## config.mk

```make
export PLATFORM = sky130hd
export DESIGN_NAME = bitfield_unit
export DESIGN_NICKNAME = d
export VERILOG_FILES = /design/src/rtl/bf_pkg.sv /design/src/rtl/bf_rotator.sv /design/src/rtl/bf_lead_one.sv /design/src/rtl/bf_field_core.sv /design/src/rtl/bitfield_unit.sv
export SDC_FILE = /design/constraint.sdc
export NUM_CORES = 1
export LEC_CHECK = 0
export ABC_AREA = 1
export BUFFER_PORTS_ARGS = -buffer_cell sky130_fd_sc_hd__buf_2
export CAP_MARGIN = 20
export CORE_UTILIZATION = 60
export DETAILED_ROUTE_END_ITERATION = 8
export GPL_TIMING_DRIVEN = 0
export PLACE_DENSITY = 0.82
export SLEW_MARGIN = 10
export SYNTH_ARGS = -nofsm -noshare
export SYNTH_HDL_FRONTEND = slang
export SYNTH_SLANG_ARGS = --single-unit
```

## constraint.sdc

```tcl
create_clock -name clk -period 1.6 [get_ports clk]
set_input_delay 0.08 -clock clk [delete_from_list [all_inputs] [get_ports clk]]
set_output_delay 0.08 -clock clk [all_outputs]
set_load 0.005 [all_outputs]
```

## src/rtl/bf_pkg.sv

```systemverilog
package bf_pkg;
  typedef enum logic [2:0] {
    BF_TEST   = 3'd0,
    BF_CLEAR  = 3'd1,
    BF_SET    = 3'd2,
    BF_FLIP   = 3'd3,
    BF_XU     = 3'd4,
    BF_XS     = 3'd5,
    BF_INSERT = 3'd6,
    BF_FIRST1 = 3'd7
  } bf_op_e;
endpackage

```

## src/rtl/bf_rotator.sv

```systemverilog
// Barrel rotation of a word; direction chosen by parameter.
module bf_rotator #(
  parameter int W      = 32,
  parameter int SH_W   = $clog2(W),
  parameter bit LEFT   = 1'b1
) (
  input  logic [W-1:0]    din,
  input  logic [SH_W-1:0] amt,
  output logic [W-1:0]    dout
);
  logic [2*W-1:0] twice;
  logic [2*W-1:0] shifted;

  assign twice = {din, din};

  generate
    if (LEFT) begin : g_left
      assign shifted = twice << amt;
      assign dout    = shifted[2*W-1:W];
    end else begin : g_right
      assign shifted = twice >> amt;
      assign dout    = shifted[W-1:0];
    end
  endgenerate
endmodule

```

## src/rtl/bf_lead_one.sv

```systemverilog
// Leading-zero count: index of the highest set bit counted from the top,
// W when the input is zero.
module bf_lead_one #(
  parameter int W     = 32,
  parameter int CNT_W = $clog2(W + 1)
) (
  input  logic [W-1:0]     din,
  output logic [CNT_W-1:0] lead
);
  always_comb begin
    lead = CNT_W'(W);
    for (int i = 0; i < W; i++) begin
      if (din[i]) lead = CNT_W'(W - 1 - i);
    end
  end
endmodule

```

## src/rtl/bf_field_core.sv

```systemverilog
// Combinational bit-field datapath.
module bf_field_core
  import bf_pkg::*;
#(
  parameter int W     = 32,
  parameter int POS_W = $clog2(W),
  parameter int CNT_W = $clog2(W + 1)
) (
  input  bf_op_e           op,
  input  logic [W-1:0]     operand,
  input  logic [W-1:0]     offset,
  input  logic [POS_W-1:0] width_code,
  input  logic [W-1:0]     src,
  output logic [W-1:0]     new_operand,
  output logic [W-1:0]     result,
  output logic             flag_n,
  output logic             flag_z
);
  logic [POS_W-1:0] start;
  logic [CNT_W-1:0] w_eff;
  logic [CNT_W-1:0] rsh;
  logic [W-1:0]     aligned;      // field moved to the top
  logic [W-1:0]     top_mask;     // top w bits set
  logic [W-1:0]     field_top;
  logic [W-1:0]     place_mask;   // mask in operand bit order
  logic [W-1:0]     ins_top;
  logic [W-1:0]     ins_place;
  logic [W-1:0]     zext;
  logic [W-1:0]     sext;
  logic [CNT_W-1:0] lead;
  logic [W-1:0]     first_idx;
  logic             fld_zero;

  assign start    = offset[POS_W-1:0];
  assign w_eff    = (width_code == '0) ? CNT_W'(W) : CNT_W'(width_code);
  assign rsh      = CNT_W'(W) - w_eff;
  assign top_mask = ~({W{1'b1}} >> w_eff);

  bf_rotator #(.W(W), .SH_W(POS_W), .LEFT(1'b1)) u_align (
    .din(operand), .amt(start), .dout(aligned)
  );

  assign field_top = aligned & top_mask;
  assign fld_zero  = (field_top == '0);

  bf_rotator #(.W(W), .SH_W(POS_W), .LEFT(1'b0)) u_mask (
    .din(top_mask), .amt(start), .dout(place_mask)
  );

  assign ins_top = src << rsh;

  bf_rotator #(.W(W), .SH_W(POS_W), .LEFT(1'b0)) u_ins (
    .din(ins_top), .amt(start), .dout(ins_place)
  );

  bf_lead_one #(.W(W), .CNT_W(CNT_W)) u_lead (
    .din(field_top), .lead(lead)
  );

  assign zext      = aligned >> rsh;
  assign sext      = W'($signed(aligned) >>> rsh);
  assign first_idx = offset + W'(fld_zero ? w_eff : lead);

  always_comb begin
    new_operand = operand;
    result      = '0;
    flag_n      = aligned[W-1];
    flag_z      = fld_zero;
    unique case (op)
      BF_TEST:   new_operand = operand;
      BF_CLEAR:  new_operand = operand & ~place_mask;
      BF_SET:    new_operand = operand | place_mask;
      BF_FLIP:   new_operand = operand ^ place_mask;
      BF_XU:     result      = zext;
      BF_XS:     result      = sext;
      BF_INSERT: begin
        new_operand = (operand & ~place_mask) | (ins_place & place_mask);
        flag_n      = ins_top[W-1];
        flag_z      = (ins_top == '0);
      end
      BF_FIRST1: result      = first_idx;
      default:   result      = '0;
    endcase
  end
endmodule

```

## src/rtl/bitfield_unit.sv

```systemverilog
module bitfield_unit
  import bf_pkg::*;
#(
  parameter int W     = 32,
  parameter int POS_W = $clog2(W)
) (
  input  logic             clk,
  input  logic             rst_n,
  input  logic             in_valid,
  output logic             in_ready,
  input  logic [2:0]       in_op,
  input  logic [W-1:0]     in_operand,
  input  logic [W-1:0]     in_offset,
  input  logic [POS_W-1:0] in_width,
  input  logic [W-1:0]     in_src,
  output logic             out_valid,
  input  logic             out_ready,
  output logic [W-1:0]     out_operand,
  output logic [W-1:0]     out_result,
  output logic             out_n,
  output logic             out_z,
  output logic             out_v,
  output logic             out_c,
  output logic             out_x_keep
);
  logic [W-1:0] c_operand;
  logic [W-1:0] c_result;
  logic         c_n;
  logic         c_z;
  logic         take;

  bf_field_core #(.W(W), .POS_W(POS_W)) u_core (
    .op(bf_op_e'(in_op)),
    .operand(in_operand),
    .offset(in_offset),
    .width_code(in_width),
    .src(in_src),
    .new_operand(c_operand),
    .result(c_result),
    .flag_n(c_n),
    .flag_z(c_z)
  );

  assign in_ready   = !out_valid || out_ready;
  assign take       = in_valid && in_ready;
  assign out_v      = 1'b0;
  assign out_c      = 1'b0;
  assign out_x_keep = 1'b1;

  always_ff @(posedge clk or negedge rst_n) begin
    if (!rst_n) begin
      out_valid   <= 1'b0;
      out_operand <= '0;
      out_result  <= '0;
      out_n       <= 1'b0;
      out_z       <= 1'b0;
    end else begin
      if (take) begin
        out_valid   <= 1'b1;
        out_operand <= c_operand;
        out_result  <= c_result;
        out_n       <= c_n;
        out_z       <= c_z;
      end else if (out_ready) begin
        out_valid   <= 1'b0;
      end
    end
  end
endmodule

```

==> results of run 1 <==
==> Yosys cell counts, drive strengths merged (9+ instances only) <==
master	instances
nand2	973
o21ai	473
nand3	211
inv	195
nor2	191
buf	120
a21oi	103
clkbuf	78
ha	74
dfrtp	67
mux2i	63
a31oi	40
o211ai	33
o2111ai	32
o31ai	20
nor3	14
or2	14
nand4	11
a21o	9
nor4	9
==> kinds of logic after synthesis <==
family	synth area share, %
muxes	4.16
adders and majority gates	6.24
AOI/OAI and AO/OA	28.0
xor gates and xnor gates	0.231
and+or+nand+nor	38.9
other	0.0495
DFF	11.1
buffers and inverters	11.4
==> what timing repair did <==
item / CTS
hold buffers: 1
resized for setup: 510
setup buffers: 190
hold endpoints to repair: 67
gates cloned: 8
endpoints found under the setup margin: 66
pin swaps: 161
==> stage by stage <==
step | setup slack, ns | std cells | setup TNS (ns) | hold WS, ns
after floorplan | -3.90 | 2784 | -145.55 | -0.216
after global placement | -5.11 | 3282 | -224.47 | 0.354
after detailed placement | -5.27 | 3283 | -229.04 | 0.217
after CTS | -3.85 | 3494 | -175.51 | 0.0592
==> routing by layer <==
metal  GRT usage, %  overflow
met5           46.2         0
met4           77.5        36
met3           69.2         7
met2           97.0        76
met1           81.8        11
==> metrics.txt, run 1 <==
Synth area leader=nand2_1; Avg Cell Area, Syn=between 5 and 6 um2; Distinct cells, synth=61; clock sink count=67; die width=around 160 um; Overflow after GRT=130; IO Port Bufs=174; Core Rows=57; Cells after Synth=approximately 2,800; number of synthesized flops with an enable pin=0; Synth Warn #=0; Async S/R FF share, synth=100%; largest net degree at the start of global routing=between 60 and 70; root buffer cell=clkbuf_16; sequential area share after synthesis=between 10 and 15%; H-tree Lvls=3; post-synthesis register bit count=67; placed cell area=about 17,000 um2; Yosys top cell area share=a little under a quarter; Longest Clk Path Bufs=2; ranking of synthesized cells by area=nand2_1 (24%), dfrtp_1 (11%), o21ai_0 (9.2%), nand3_1 (6.6%), o21ai_1 (6.2%); Detail Placement HPWL=51.6 mm; Syn Std Cell Area=around 15,000 um2; Err=[ERROR GRT-0232] Routing congestion too high. Check the congestion heatmap in the GUI.; dominant synthesized flop cell=dfrtp_1; I/O pin total=between 150 and 200; TritonCTS Buffers=9; chip height=roughly 160 um; outcome=aborted with a tool error; gr usage total=between 80% and 90%; placer congestion estimate=approximately 1.1; Exit stage=global routing; initial cell density of the core=between 60% and 70%
==> run 2, diff against run 1 <==
--- a/config.mk
+++ b/config.mk
@@ -8,10 +8,10 @@
 export ABC_AREA = 1
 export BUFFER_PORTS_ARGS = -buffer_cell sky130_fd_sc_hd__buf_2
 export CAP_MARGIN = 20
-export CORE_UTILIZATION = 60
+export CORE_UTILIZATION = 40
 export DETAILED_ROUTE_END_ITERATION = 8
 export GPL_TIMING_DRIVEN = 0
-export PLACE_DENSITY = 0.82
+export PLACE_DENSITY_LB_ADDON = 0.15
 export SLEW_MARGIN = 10
 export SYNTH_ARGS = -nofsm -noshare
 export SYNTH_HDL_FRONTEND = slang
==> metrics.txt, run 2 <==
largest net degree at the start of global routing=between 50 and 60; worst skew pair latency=roughly 0.33 ns; chip height=a little under 200 um; Syn Std Cell Area=~15,000 um2; I/O pin total=between 150 and 200; Post-Route Utilization=between 50% and 60%; Largest regs=out_operand: 32 flops, out_result: 32 flops; root buffer cell=clkbuf_16; cell count after placement=3,463; CP peak stage delay=between 0.3 and 0.4 ns; failing checks=setup timing; Setup Crit Path Kind=input port to register; clock sink count=between 60 and 70; routed wire length=roughly 78 mm; Cells after Synth=~2,800; leakage power=around 10 nW; vias in the first global route=19,600; Max Clock Freq=between 150 and 200 MHz; Core Rows=70; final hold vios=0; sequential area share after synthesis=between 10% and 20%; vias per inst=approximately 6; placer congestion estimate=around 1.0; TritonCTS Buffers=9; Setup violations, final=66; Final nets=~3,300; NetSw=around 6.7 mW; fin crit period=approximately 6 ns; clk_skew=between 0.007 and 0.008 ns; TritonRoute pass-1 iters=8; CTS tree=yes; Final Non-Filler Cells=between 3,000 and 4,000; Int Power=6.33 mW; CP max FO=10; Longest Clk Path Bufs=2; ranking of synthesized cells by area=nand2_1 (24%), dfrtp_1 (11%), o21ai_0 (9.2%), nand3_1 (6.6%), o21ai_1 (6.2%); DRC viols=0; Worst Tran Pin Value=about 1.1 ns; Synth area leader=nand2_1; Commonest cells post-synth=nand2_1 (953), o21ai_0 (279), nand3_1 (201); clock transition at the registers of the reported paths=0.06 ns; Clk network pwr share=~15%; commonest non-fill, non-tap cells in the layout=nand2_1 (880), buf_2 (201), o21ai_0 (187), inv_1 (161), nor2_1 (136); routed length per instance=roughly 22 um; Worst VDD drop=0.000445 V; Slew headroom=28.9%; placed cell area=about 17,000 um2; Worst path most repeated cell=nand2_1; dominant synthesized flop cell=dfrtp_1; HP Class=input port to register; Switching Share=51.5%; first-pass GRT wire length=between 100 and 150 mm; initial DRC count=~2,200; CP max-delay cell=fa_2; Sum Neg Setup Slack=-185.13 ns; commonest non-fill, non-tap cell in the layout=nand2_1; Layout area overhead=43.1%; critical path startpoint category=input port; IO Port Bufs=174; Synth Warn #=0; max-cap violation count=0; Distinct cells, synth=between 60 and 70; Combinational Power Share=68.7%; Final ANT Viol Nets=0; Fin Hold WS=between 0.015 and 0.02 ns; core area=37,000 um2; die footprint=between 30,000 and 40,000 um2; Crit path required time=roughly 1.8 ns; Pwr Density=around 600 nW/um2; outcome=finished with violations; RSZ-0062 raised after global routing=true; top-count cell post-synth=nand2_1; share of cells above drive strength 1=~33%; Antenna Cells=0; Worst Path Arrival=between 6 and 7 ns; initial antenna violation count=1; initial cell density of the core=roughly two fifths; final worst path period share=367%; Avg Cell Area, Syn=5.45 um2; H-tree Lvls=3; die width=197 um; Detail Placement HPWL=roughly 61 mm; Seq pwr share=between 10% and 20%; fin. max-slew vios=0; gr usage total=between 30% and 40%; number of synthesized flops with an enable pin=0; post-synthesis register bit count=between 60 and 70; Yosys top cell area share=between 20% and 30%; Final Cell Area=21,700 um2; Async S/R FF share, synth=100%; Filler Cells Inserted=3,699; setup slack after layout=-4.27 ns; vias post-DR=between 20,000 and 25,000; CP Capture Type=register; Overflow after GRT=0
run 2: cell counts after synthesis:
Identical to the previous run, type by type.
run 2: cells by family (layout without fill, tap and decap cells):
logic type | Yosys count | in the layout | synth area share [%]
compound gates | 751 | 751 | 28.0
other cells | 2 | 3 | 0.0495
xor+xnor | 4 | 4 | 0.231
mux | 63 | 63 | 4.16
flops | 67 | 67 | 11.1
simple gates | 1426 | 1426 | 38.9
fa+ha+maj | 75 | 75 | 6.24
buf+inv | 395 | 727 | 11.4
run 2: repair_timing:
item,CTS,global route
gates cloned,4,2
endpoints found under the setup margin,66,67
pin swaps,122,161
endpoints found under the hold margin,67,0
setup buffers,86,53
hold buffers,1,0
gates resized for setup,397,412
run 2: metrics by stage:
stage	total power, mW	setup WS (ns)
4_1_cts	11.7	-3.99
2_1_floorplan	6.34	-3.90
6_report	13.0	-4.27
3_3_place_gp	8.71	-5.49
5_1_grt	13.7	-4.75
3_5_place_dp	8.78	-5.46
run 2: power by group through the flow:
stage          Combinational [mW]  Sequential, mW  Clock (mW)
2_1_floorplan                4.21            2.14           0
3_3_place_gp                 6.59            2.12           0
3_5_place_dp                 6.65            2.13           0
4_1_cts                      7.60            2.10        2.00
5_1_grt                      9.55            2.13        2.06
6_report                     8.96            2.10        1.99
run 2: path summary, 6_finish.rpt:
path	startpoint	to	slack (ns)	cells after the start
min	out_ready	out_valid	0.02	4
max	in_offset[4]	out_result[28]	-4.27	52
max reg2reg	out_valid	out_result[4]	-0.30	6
max in group asynchronous	rst_n	out_result[23]	0.95	3
min reg2reg	out_z	out_z	0.46	2
min in group asynchronous	rst_n	out_operand[15]	0.12	2
run 2: cell type report:
type	instances	area, um2	share of cell area (%)
Multi-Input combinational cell	2322	14800	68.2
Sequential cell	67	1680	7.72
Clock inverter	5	62.6	0.288
Buffer	194	1240	5.71
Clock buffer	11	243	1.12
Timing Repair Buffer	320	2250	10.4
Tap cell	504	631	2.90
Inverter	197	796	3.67
run 2: per-layer routing:
layer  vias to the layer above  routed length [um]  track usage (%)
li1                      10100                   -                -
met5                         -                   0                0
met1                     10300               33600             53.3
met4                         0                2590             10.6
met2                      1261               34800             60.3
met3                       204                7360             5.54
run 2: worst max-delay path, delay by kind of cell:
kind	cells	cell delay, ns
compound gates	4	0.61
fa+ha+maj	2	0.51
buf+inv	9	1.69
simple gates	37	3.19
Note: power is estimated with default switching activity, not from simulation.
==> run 3, diff against run 2 <==
--- a/config.mk
+++ b/config.mk
@@ -12,6 +12,7 @@
 export DETAILED_ROUTE_END_ITERATION = 8
 export GPL_TIMING_DRIVEN = 0
 export PLACE_DENSITY_LB_ADDON = 0.15
+export SKIP_LAST_GASP = 1
 export SLEW_MARGIN = 10
 export SYNTH_ARGS = -nofsm -noshare
 export SYNTH_HDL_FRONTEND = slang
==> metrics.txt, run 3 (same netlist as run 2, synthesis figures left out) <==
CP max FO=10; DRC viols=0; CP max-delay cell=fa_2; cell count after placement=3,463; Final nets=approximately 3,300; max-cap violation count=0; root buffer cell=clkbuf_16; Final Non-Filler Cells=approximately 3,600; critical path startpoint category=input port; failing checks=setup timing; Sum Neg Setup Slack=-185.33 ns; H-tree Lvls=3; routed length per instance=21.6 um; vias per inst=a little over 6; Slew headroom=between 20% and 30%; Overflow after GRT=0; setup slack after layout=-4.27 ns; Final Cell Area=21,900 um2; HP Class=input port to register; clk_skew=around 0.0056 ns; Setup violations, final=66; fin. max-slew vios=0; vias in the first global route=a little under 20,000; Layout area overhead=44.1%; IO Port Bufs=between 150 and 200; I/O pin total=around 180; commonest non-fill, non-tap cell in the layout=nand2_1; chip height=approximately 200 um; Setup Crit Path Kind=input port to register; Pwr Density=approximately 600 nW/um2; outcome=finished with violations; initial antenna violation count=0; worst skew pair latency=around 0.33 ns; Worst path most repeated cell=nand2_1; clock sink count=67; Worst VDD drop=~0.00045 V; final hold vios=0; clock transition at the registers of the reported paths=around 0.06 ns; total power=13.1 mW; routed wire length=~79 mm; CP Capture Type=register; first-pass GRT wire length=114 mm; CTS tree=yes; vias post-DR=around 22,000; Final ANT Viol Nets=0; Detail Placement HPWL=between 60 and 70 mm; placer congestion estimate=1.04; TritonRoute pass-1 iters=6; die width=roughly 200 um; CP peak stage delay=about 0.35 ns; initial DRC count=2,291; Antenna Cells=0; gr usage total=38.0%; Core Rows=70; largest net degree at the start of global routing=between 50 and 60; TritonCTS Buffers=9; Longest Clk Path Bufs=2; final worst path period share=367%; Crit path required time=1.87 ns; fin crit period=roughly 6 ns; die footprint=a little under 40,000 um2; initial cell density of the core=41.0%; DP Worst Slack=-5.46 ns; share of cells above drive strength 1=between 30% and 40%; placed cell area=between 15,000 and 20,000 um2; Worst Path Arrival=between 6 and 7 ns; Largest regs=out_operand: 32 flops, out_result: 32 flops; commonest non-fill, non-tap cells in the layout=nand2_1 (877), buf_2 (202), o21ai_0 (185), inv_1 (161), buf_4 (139); RSZ-0062 raised after global routing=true; Max Clock Freq=170 MHz; core area=about 37,000 um2; R2R Setup Slk=-0.31 ns; Worst Tran Pin Value=approximately 1.1 ns; leakage power=approximately 10 nW
## run 3: changes by cell type in the layout (fill, tap and decap cells not counted), moves of 3 or more
cell / delta
nand2_1: -3
buf_4: +8
o21ai_4: +9
mux2i_4: +3
o21ai_1: +3
o21ai_2: -10
## run 3: power breakdown
group          switching [mW]  leakage [nW]  internal, mW
registers               0.149         0.865          1.95
clock network           0.732         0.142          1.25
logic                    5.88          9.12          3.18
## run 3: layer usage
layer  global-route usage (%)  up-vias  share of wire [%]
li1                         -    10100                  -
met1                     53.2    10400                 43
met2                     60.4     1269                 44
met3                     5.54      214                9.5
met4                     10.4        0                3.5
met5                        0        -                  0
## run 3: cell type report
type	count	area, um2
Sequential cell	67	1680
Inverter	197	796
Clock inverter	5	62.6
Buffer	194	1240
Fill cell	3696	15100
Clock buffer	11	243
Timing Repair Buffer	328	2300
Tap cell	504	631
Multi-Input combinational cell	2322	14900
## run 3: through the flow
step	hold slack [ns]	util (%)
detailed placement	-0.0742	45.7
global route	0.0594	59.2
global placement	0.358	45.6
finish	0.0229	59.2
floorplan	-0.216	-
CTS	0.0173	52.7
## run 3: repair_timing
action	in CTS	in global routing
hold buffers	1	0
buffers inserted	86	61
pin swaps	122	175
cloned	4	2
resized for setup	389	439
endpoints found under the hold margin	67	0
endpoints found under the setup margin	66	67
## run 3: final timing paths
check	from	end	depth (start not counted)
worst min register to register	out_z	out_z	2
worst max-delay path	in_offset[4]	out_result[30]	54
max in group asynchronous	rst_n	out_result[15]	3
worst max register to register	out_valid	out_result[4]	6
worst min-delay path	out_ready	out_valid	4
min in group asynchronous	rst_n	out_operand[15]	2
## run 3: critical path, delay by kind of cell
kind / cells / cell delay, ns
buffers and inverters: 9 / 1.70
and+or+nand+nor: 39 / 3.48
AOI/OAI and AO/OA: 4 / 0.34
adders and majority gates: 2 / 0.51
